--- src/rtl/async_tx_pkg.sv ---
package async_tx_pkg;
  typedef enum logic [1:0] {
    ST_IDLE  = 2'd0,
    ST_START = 2'd1,
    ST_DATA  = 2'd2,
    ST_STOP  = 2'd3
  } tx_state_t;

  localparam logic [1:0] CK_INT16 = 2'b00;
  localparam logic [1:0] CK_EXT16 = 2'b01;
endpackage

--- src/rtl/tx_sync.sv ---
module tx_sync #(
  parameter int W = 1,
  parameter int STAGES = 2,
  parameter logic [W-1:0] RST_VAL = '1
) (
  input  logic         clk,
  input  logic         rst,
  input  logic [W-1:0] d,
  output logic [W-1:0] q
);
  logic [STAGES-1:0][W-1:0] r;

  always_ff @(posedge clk) begin
    if (rst) r <= {STAGES{RST_VAL}};
    else     r <= {r[STAGES-2:0], d};
  end

  assign q = r[STAGES-1];
endmodule

--- src/rtl/tx_baud_sel.sv ---
module tx_baud_sel
  import async_tx_pkg::*;
(
  input  logic       clk,
  input  logic       rst,
  input  logic [1:0] clk_sel,
  input  logic       tick16,
  input  logic       ext_s,
  output logic       ena,
  output logic       one_x
);
  logic ext_prev;
  logic ext_fall;

  always_ff @(posedge clk) begin
    if (rst) ext_prev <= 1'b1;
    else     ext_prev <= ext_s;
  end

  assign ext_fall = ext_prev & ~ext_s;

  always_comb begin
    case (clk_sel)
      CK_INT16: begin ena = tick16;   one_x = 1'b0; end
      CK_EXT16: begin ena = ext_fall; one_x = 1'b0; end
      default:  begin ena = ext_fall; one_x = 1'b1; end
    endcase
  end
endmodule

--- src/rtl/tx_serializer.sv ---
module tx_serializer
  import async_tx_pkg::*;
#(
  parameter int DW  = 8,
  parameter int OVS = 16
) (
  input  logic          clk,
  input  logic          rst,
  input  logic          tx_en,
  input  logic          loopback,
  input  logic          ena,
  input  logic          one_x,
  input  logic          cts_ok,
  input  logic          wr_valid,
  input  logic [DW-1:0] wr_data,
  output logic          ser_out,
  output logic          tx_ready_n,
  output logic          load,
  output logic          drained
);
  localparam int SUB_W = (OVS > 1) ? $clog2(OVS) : 1;
  localparam int BIT_W = (DW > 1) ? $clog2(DW) : 1;
  localparam logic [SUB_W-1:0] SUB_LAST = SUB_W'(OVS - 1);
  localparam logic [BIT_W-1:0] BIT_LAST = BIT_W'(DW - 1);

  tx_state_t        st, st_nx;
  logic [SUB_W-1:0] sub, sub_nx;
  logic [BIT_W-1:0] bitn, bit_nx;
  logic [DW-1:0]    sh, sh_nx, hold, hold_nx;
  logic             full, full_nx;
  logic             wr_acc, last, can_start, ena_g;

  always_comb begin
    st_nx   = st;
    sub_nx  = sub;
    bit_nx  = bitn;
    sh_nx   = sh;
    hold_nx = hold;
    full_nx = full;
    load    = 1'b0;
    drained = 1'b0;
    ena_g     = ena & tx_en;
    wr_acc    = wr_valid & tx_en & ~full;
    last      = one_x | (sub == SUB_LAST);
    can_start = full & cts_ok;
    if (wr_acc) begin
      hold_nx = wr_data;
      full_nx = 1'b1;
    end
    if (ena_g) begin
      case (st)
        ST_IDLE: if (can_start) load = 1'b1;
        ST_START: begin
          if (last) begin
            st_nx  = ST_DATA;
            sub_nx = '0;
            bit_nx = '0;
          end else sub_nx = sub + SUB_W'(1);
        end
        ST_DATA: begin
          if (last) begin
            sh_nx  = sh >> 1;
            sub_nx = '0;
            if (bitn == BIT_LAST) st_nx = ST_STOP;
            else bit_nx = bitn + BIT_W'(1);
          end else sub_nx = sub + SUB_W'(1);
        end
        default: begin
          if (last) begin
            sub_nx = '0;
            if (can_start) load = 1'b1;
            else begin
              st_nx   = ST_IDLE;
              drained = ~full & ~wr_acc;
            end
          end else sub_nx = sub + SUB_W'(1);
        end
      endcase
    end
    if (load) begin
      sh_nx   = hold;
      full_nx = 1'b0;
      st_nx   = ST_START;
      sub_nx  = '0;
    end
    if (!tx_en) begin
      st_nx   = ST_IDLE;
      full_nx = 1'b0;
      sub_nx  = '0;
    end
  end

  always_ff @(posedge clk) begin
    if (rst) begin
      st         <= ST_IDLE;
      sub        <= '0;
      bitn       <= '0;
      sh         <= '1;
      hold       <= '0;
      full       <= 1'b0;
      ser_out    <= 1'b1;
      tx_ready_n <= 1'b1;
    end else begin
      st         <= st_nx;
      sub        <= sub_nx;
      bitn       <= bit_nx;
      sh         <= sh_nx;
      hold       <= hold_nx;
      full       <= full_nx;
      tx_ready_n <= ~(tx_en & ~full_nx);
      if (!tx_en || loopback)      ser_out <= 1'b1;
      else if (st_nx == ST_START)  ser_out <= 1'b0;
      else if (st_nx == ST_DATA)   ser_out <= sh_nx[0];
      else                         ser_out <= 1'b1;
    end
  end
endmodule

--- src/rtl/async_tx_flow.sv ---
module async_tx_flow #(
  parameter int DATA_W      = 8,
  parameter int OVS         = 16,
  parameter int SYNC_STAGES = 2
) (
  input  logic              clk,
  input  logic              rst,
  input  logic              tx_en,
  input  logic              loopback,
  input  logic [1:0]        clk_sel,
  input  logic              tick16,
  input  logic              ext_clk,
  input  logic              cts_en,
  input  logic              cts_n,
  input  logic              auto_rts,
  input  logic              rts_set,
  input  logic              rts_clr,
  input  logic              wr_valid,
  input  logic [DATA_W-1:0] wr_data,
  output logic              ser_out,
  output logic              rts_n,
  output logic              tx_ready_n
);
  logic cts_sync, ext_sync, ena, one_x, load, drained, cts_ok;

  tx_sync #(.W(2), .STAGES(SYNC_STAGES), .RST_VAL(2'b11)) u_sync (
    .clk(clk), .rst(rst), .d({cts_n, ext_clk}), .q({cts_sync, ext_sync})
  );

  tx_baud_sel u_baud (
    .clk(clk), .rst(rst), .clk_sel(clk_sel), .tick16(tick16),
    .ext_s(ext_sync), .ena(ena), .one_x(one_x)
  );

  assign cts_ok = ~cts_en | ~cts_sync;

  tx_serializer #(.DW(DATA_W), .OVS(OVS)) u_ser (
    .clk(clk), .rst(rst), .tx_en(tx_en), .loopback(loopback), .ena(ena),
    .one_x(one_x), .cts_ok(cts_ok), .wr_valid(wr_valid), .wr_data(wr_data),
    .ser_out(ser_out), .tx_ready_n(tx_ready_n), .load(load), .drained(drained)
  );

  always_ff @(posedge clk) begin
    if (rst)                              rts_n <= 1'b1;
    else if (rts_set)                     rts_n <= 1'b0;
    else if (rts_clr | (auto_rts & drained)) rts_n <= 1'b1;
  end
endmodule

--- config.mk ---
export PLATFORM = sky130hd
export DESIGN_NAME = async_tx_flow
export DESIGN_NICKNAME = d
export VERILOG_FILES = /design/src/rtl/async_tx_pkg.sv /design/src/rtl/tx_sync.sv /design/src/rtl/tx_baud_sel.sv /design/src/rtl/tx_serializer.sv /design/src/rtl/async_tx_flow.sv
export SDC_FILE = /design/constraint.sdc
export NUM_CORES = 1
export LEC_CHECK = 0
export BUFFER_PORTS_ARGS = -buffer_cell sky130_fd_sc_hd__buf_2
export CAP_MARGIN = 20
export CORE_MARGIN = 3
export CORE_UTILIZATION = 40
export CTS_CLUSTER_DIAMETER = 30
export DETAILED_ROUTE_END_ITERATION = 8
export PLACE_DENSITY = 0.56
export SLEW_MARGIN = 40
export SYNTH_ARGS = -nofsm -noshare
export SYNTH_HDL_FRONTEND = slang
export SYNTH_SLANG_ARGS = --single-unit
--- constraint.sdc ---
create_clock -name clk -period 5.8 [get_ports clk]
set_input_delay 0.29 -clock clk [delete_from_list [all_inputs] [get_ports clk]]
set_output_delay 0.29 -clock clk [all_outputs]
set_load 0.05 [all_outputs]
After elaboration in Yosys (flattened, before gate mapping)
Cells that the tools add are included.
Widths: inputs -> output; s select.
- bitwise operators: 20
- reduce and logical (&&, ||, !) cells: 17
- $add $sub $neg: 2
- eq/ne operators: 10
- muxes and demuxes: 35
- operator list (cell ; count):
    $mux 8 ; 4
    $mux 1 ; 16
    $mux 2 ; 8
    $reduce_bool 2->1 ; 5
    $mux 3 ; 3
    $not 1->1 ; 9
    $and 1x1->1 ; 8
    $eq 2x1->1 const B ; 3
    $pmux 2 s3 ; 1
    $pmux 3 s2 ; 1
    $reduce_or 2->1 ; 3
    $reduce_or 3->1 ; 2
    $reduce_and 5->1 ; 1
    $add 4x1->4 const B ; 1
    $eq 2x2->1 const B ; 2
    $eq 4x4->1 const B ; 1
    $logic_not 2->1 ; 2
    $mux 4 ; 1
    $ne 2x1->1 const B ; 2
    $add 3x1->3 const B ; 1
    $eq 3x3->1 const B ; 1
    $or 1x1->1 ; 3
    $reduce_and 3->1 ; 1
    $ne 2x2->1 const B ; 1
    other kinds (4) ; 4
- register bits: 34
- bits of input ports: 22

Longest topological paths before layout
- word-level depth: 12
- depth in mapped cells: 7

Modules after synthesis
A second synthesis with hierarchy kept.
- cell total of the unflattened synthesis: 180
- area total of the unflattened synthesis: 1650.3 um^2
- by module, submodules not included (module ; seq. area each (um^2) ; cells an instance ; times used ; area each (um^2)):
    tx_serializer ; 560.5 ; 160 ; 1 ; 1440.1
    tx_sync ; 80.1 ; 10 ; 1 ; 120.1
    tx_baud_sel ; 20.0 ; 6 ; 1 ; 51.3
    async_tx_flow ; 20.0 ; 4 ; 1 ; 38.8

Least setup slack after synthesis
No wires, ideal clock.
- path kind: register to register
- from: reg u_ser.sub[0]
- to: reg u_ser.sh[1]
- stages on the path, launching flop included: 8
- buffers on the path: 1
- period minus slack after synthesis: 1.923 ns
- slack: 3.877 ns
- arrival time: 1.792 ns
- path through: dfxtp_1 > ha_1 > a31oi_1 > nor3_1 > o2111a_1 > buf_2 > a221oi_1 > o21ai_0
- longest elaborated chain between the ends: 7
- elaborated cells between the ends (all ways): 10
- those cells by class: eq/ne: 1; mux: 4; bitwise: 1; reduce/logical: 4
- RTL lines (item ; line ; source):
    start: declaration ; tx_serializer.sv:27 ; logic [SUB_W-1:0] sub, sub_nx;
    start signal: assignment ; tx_serializer.sv:105 ; sub <= sub_nx;
    $eq 4x4->1 (*) ; tx_serializer.sv:44 ; last = one_x | (sub == SUB_LAST);
    $or 1x1->1 (*) ; tx_serializer.sv:44 ;
    $mux 1 ; tx_serializer.sv:69 ; if (last) begin
    $pmux 1 s2 ; tx_serializer.sv:51 ; case (st)
    $mux 1 ; tx_serializer.sv:50 ; if (ena_g) begin
    $reduce_bool 2->1 (no source line) ; n/a ;
    $reduce_and 3->1 (no source line) ; n/a ;
    end signal: assignment ; tx_serializer.sv:107 ; sh <= sh_nx;
    end: declaration ; tx_serializer.sv:29 ; logic [DW-1:0] sh, sh_nx, hold, hold_nx;
Mark *: on every way between the ends. The rest lies on a longest branch, timed or not.
A chain may end at the register's enable or synchronous reset.

Worst setup path after layout
- from: reg u_ser.sub[0]
- to: reg u_ser.sh[4]
The elaborated chain is that of the path after synthesis.

==> flow_metrics.env <==
export IMPL_ys_flop_type="dfxtp_1"
export IMPL_antenna_found_initial=0
export IMPL_ant_nets=0
export IMPL_postLayoutCoreUtil_pct=51.0
export IMPL_cts_resized=0
export IMPL_ctsHoldBuffers=0
export IMPL_ir_drop_mv=0.170
export IMPL_clockPowerShare_pct=44.0
export IMPL_hold_slack_ns=0.185
export IMPL_die_h_um=66.7
export IMPL_areaGrowthSynthToFinish_pct=19.0
export IMPL_start_util_pct=42.9
export IMPL_power_density_mw_per_mm2=282
export IMPL_final_nets=213
export IMPL_synth_area_mm2=0.00148
export IMPL_drt_pass1_iterations=4
export IMPL_num_vias=1230
export IMPL_synth_seq_cells=34
export IMPL_drt_wl_total_mm=3.05
export IMPL_regToRegEndpoint="u_ser.sh[4]"
export IMPL_clk_path_buf_depth=2
export IMPL_arrival_ns=2.45
export IMPL_fin_crit_sh_pct=39.7
export IMPL_num_rows=21
export IMPL_post_place_ws_ns=3.54
export IMPL_synth_edf_count=0
export IMPL_crit_path_end_kind="flip-flop"
export IMPL_p_switching_uw=113
export IMPL_grt_pass1_wl_mm=5.02
export IMPL_required_ns=5.95
export IMPL_period_minus_slack_ns=2.30
export IMPL_sw_frac_of_total_pct=22.8
export IMPL_worst_slack_ns=3.50
export IMPL_clkLatencyLatePin_ns=0.28
export IMPL_cts_buffers=5
export IMPL_multi_input_area_um2=746
export IMPL_maxCapViolations=0
export IMPL_hold_path_class="in -> reg"
export IMPL_drt_iter0_drc=47
export IMPL_routedWlPerCell_um=13.0
export IMPL_clk_pin_slew_ns=0.07
export IMPL_cts_max_level=2
export IMPL_slew_headroom_pct=52.4
export IMPL_cts_root_buffer="clkbuf_8"
export IMPL_seqPwrFrac_pct=48.9
export IMPL_synth_nets=187
export IMPL_drc_errors=0
export IMPL_drive_above_1_share_pct=24.3
export IMPL_hold_end="u_sync.r[0]"
export IMPL_final_seq_area_um2=681
export IMPL_intPower_uw=382
export IMPL_syn_mean_instance_area_um2=9.11
export IMPL_die_w_um=66.7
export IMPL_ff2ff_setup_slack_ns=3.50
export IMPL_gp_congestion=0.830
export IMPL_io_buffers=24
export IMPL_syn_inst=162
export IMPL_grt_max_degree=27
export IMPL_worst_slew_pin_transition_ns=0.710
export IMPL_p_leak_uw=0.000750
export IMPL_cts_sinks=34
export IMPL_fmax_ghz=0.435
export IMPL_via_per_inst=5.23
export IMPL_dpl_hpwl_mm=2.21
export IMPL_cts_tree="done"
export IMPL_cp_start_kind="flip-flop"
export IMPL_diodes=0
export IMPL_rr_worst_depth=6
export IMPL_ys_types=38
export IMPL_rsz0062_at_grt="no"
export IMPL_grt_total_usage_pct=15.1
export IMPL_hold_start="ext_clk"
export IMPL_grt_pass1_vias=1166
export IMPL_ys_seq_area_share_pct=46.1
export IMPL_synth_top_area_share_pct=46.1
export IMPL_synth_warnings=0
export IMPL_min_path_cells=2
export IMPL_power_uw=495
export IMPL_status="finished, final reports clean"
export IMPL_die_area_mm2=0.00445
export IMPL_combPwrFrac_pct=7.1
export IMPL_finalClockSkew_ns=0.00383
export IMPL_tns_ns=0
export IMPL_synth_largest_area_cell="dfxtp_1"
export IMPL_post_cts_setup_buffer_count=0
export IMPL_final_max_slew_viol_count=0
export IMPL_finalSetupViolCount=0
export IMPL_r2r_start="u_ser.sub[0]"
export IMPL_fill_cells=331
export IMPL_synth_area_leaders="dfxtp_1 (46%), mux2i_1 (6.1%), a221oi_1 (4.2%)"
export IMPL_globalRoute_totalOverflow=0
export IMPL_ioPinCount=25
export IMPL_worstSetupPathType="reg -> reg"
export IMPL_synthArstFlopShare_pct=0
export IMPL_finalHoldViolCount=0
export IMPL_cp_max_fo=13
export IMPL_core_area_mm2=0.00344
==> cells in the mapped netlist, types with 2 or more instances <==
master    number
dfxtp_1       34
nor2_1        15
a21oi_1       11
inv_1         10
mux2i_1        9
nand2_1        9
o21ai_0        9
or2_2          9
a221oi_1       7
clkbuf_1       4
nand3_1        4
a31oi_1        3
ha_1           3
nand2b_1       3
nor3_1         3
o21bai_1       3
nand3b_1       2
nor2b_1        2
nor4_1         2
o2111a_1       2
==> kinds of logic (layout without fill, tap and decap cells) <==
family,after synthesis,count (layout),synth area share (%)
AO/OA/AOI/OAI,42,42,19.3
adder cells (fa/ha/maj),3,3,2.54
buffers and inverters,15,42,3.90
flip-flops,34,34,46.1
multiplexers,10,10,6.87
AND/OR/NAND/NOR,58,58,21.2
==> through the flow <==
step,area (um2),cells
floorplan,1480,162
global placement,1630,227
detailed placement,1640,227
CTS,1760,235
global route,1760,235
finish,1760,235
==> state kept, by name (all words and copies together) (netlist names) <==
name              flops
u_ser.hold            8
u_ser.sh              8
u_ser.sub             4
u_ser.bitn            3
u_ser.st              2
u_sync.q              2
u_sync.r              2
rts_n                 1
u_baud.ext_prev       1
u_ser.full            1
u_ser.ser_out         1
u_ser.tx_ready_n      1
==> how the worst max path moves through the flow <==
| stage | startpoint | to | slack [ns] |
|---|---|---|---|
| floorplan | u_ser.sub[0] | u_ser.sh[1] | 3.88 |
| detailed placement | u_ser.sub[0] | u_ser.sh[4] | 3.54 |
| finish | u_ser.sub[0] | u_ser.sh[4] | 3.50 |
| CTS | u_ser.sub[0] | u_ser.sh[4] | 3.53 |
| global route | u_ser.sub[0] | u_ser.sh[4] | 3.32 |
| global placement | u_ser.sub[0] | u_ser.sh[7] | 3.71 |
==> metal layers <==
metal | vias up | global-route usage [%] | part of all wire [%]
met3 | 4 | 4.89 | 3.4
met5 | - | 0 | 0
met4 | 0 | 7.36 | 0.75
met2 | 22 | 25.0 | 50
met1 | 568 | 17.2 | 46
li1 | 636 | - | -
==> critical path, stage by stage, from the launching register on <==
cell and delay (ns):
dfxtp_1 0.34, ha_1 0.25, a31oi_1 0.58, nor3_1 0.09, o2111a_1 0.41, a221oi_1 0.37, o21ai_0 0.14
==> power groups by stage <==
stage | Clock, uW | Sequential, uW | Combinational, uW
2_1_floorplan | 0 | 250 | 19.8
3_3_place_gp | 0 | 247 | 34.2
3_5_place_dp | 0 | 247 | 35.7
4_1_cts | 223 | 242 | 35.8
5_1_grt | 235 | 242 | 39.7
6_report | 218 | 242 | 35.3
==> placed cells by master, fill, tap and decap left out, drive strengths merged, types with 2 or more instances in the layout <==
cell and count:
dfxtp 34, buf 24, nor2 16, a21oi 11, inv 10, mux2i 9
or2 9, o21ai 9, nand2 9, a221oi 7, clkbuf 5, nand3 4
a31oi 3, nor3 3, nand2b 3, o21bai 3, ha 3, nor4 3
nor2b 2, o2111a 2, nand3b 2, clkinvlp 2, or3 2
==> layout make-up <==
class                   instances  share of cell area, %
flip-flops and latches         34                   38.8
repair buffers                 24                   6.84
clock inverters                 3                   2.57
clock buffers                   5                   3.92
multi-input cells             113                   42.5
well taps                      46                   3.28
inverters                      10                   2.14
No activity file was read; power rests on OpenSTA's default activity.
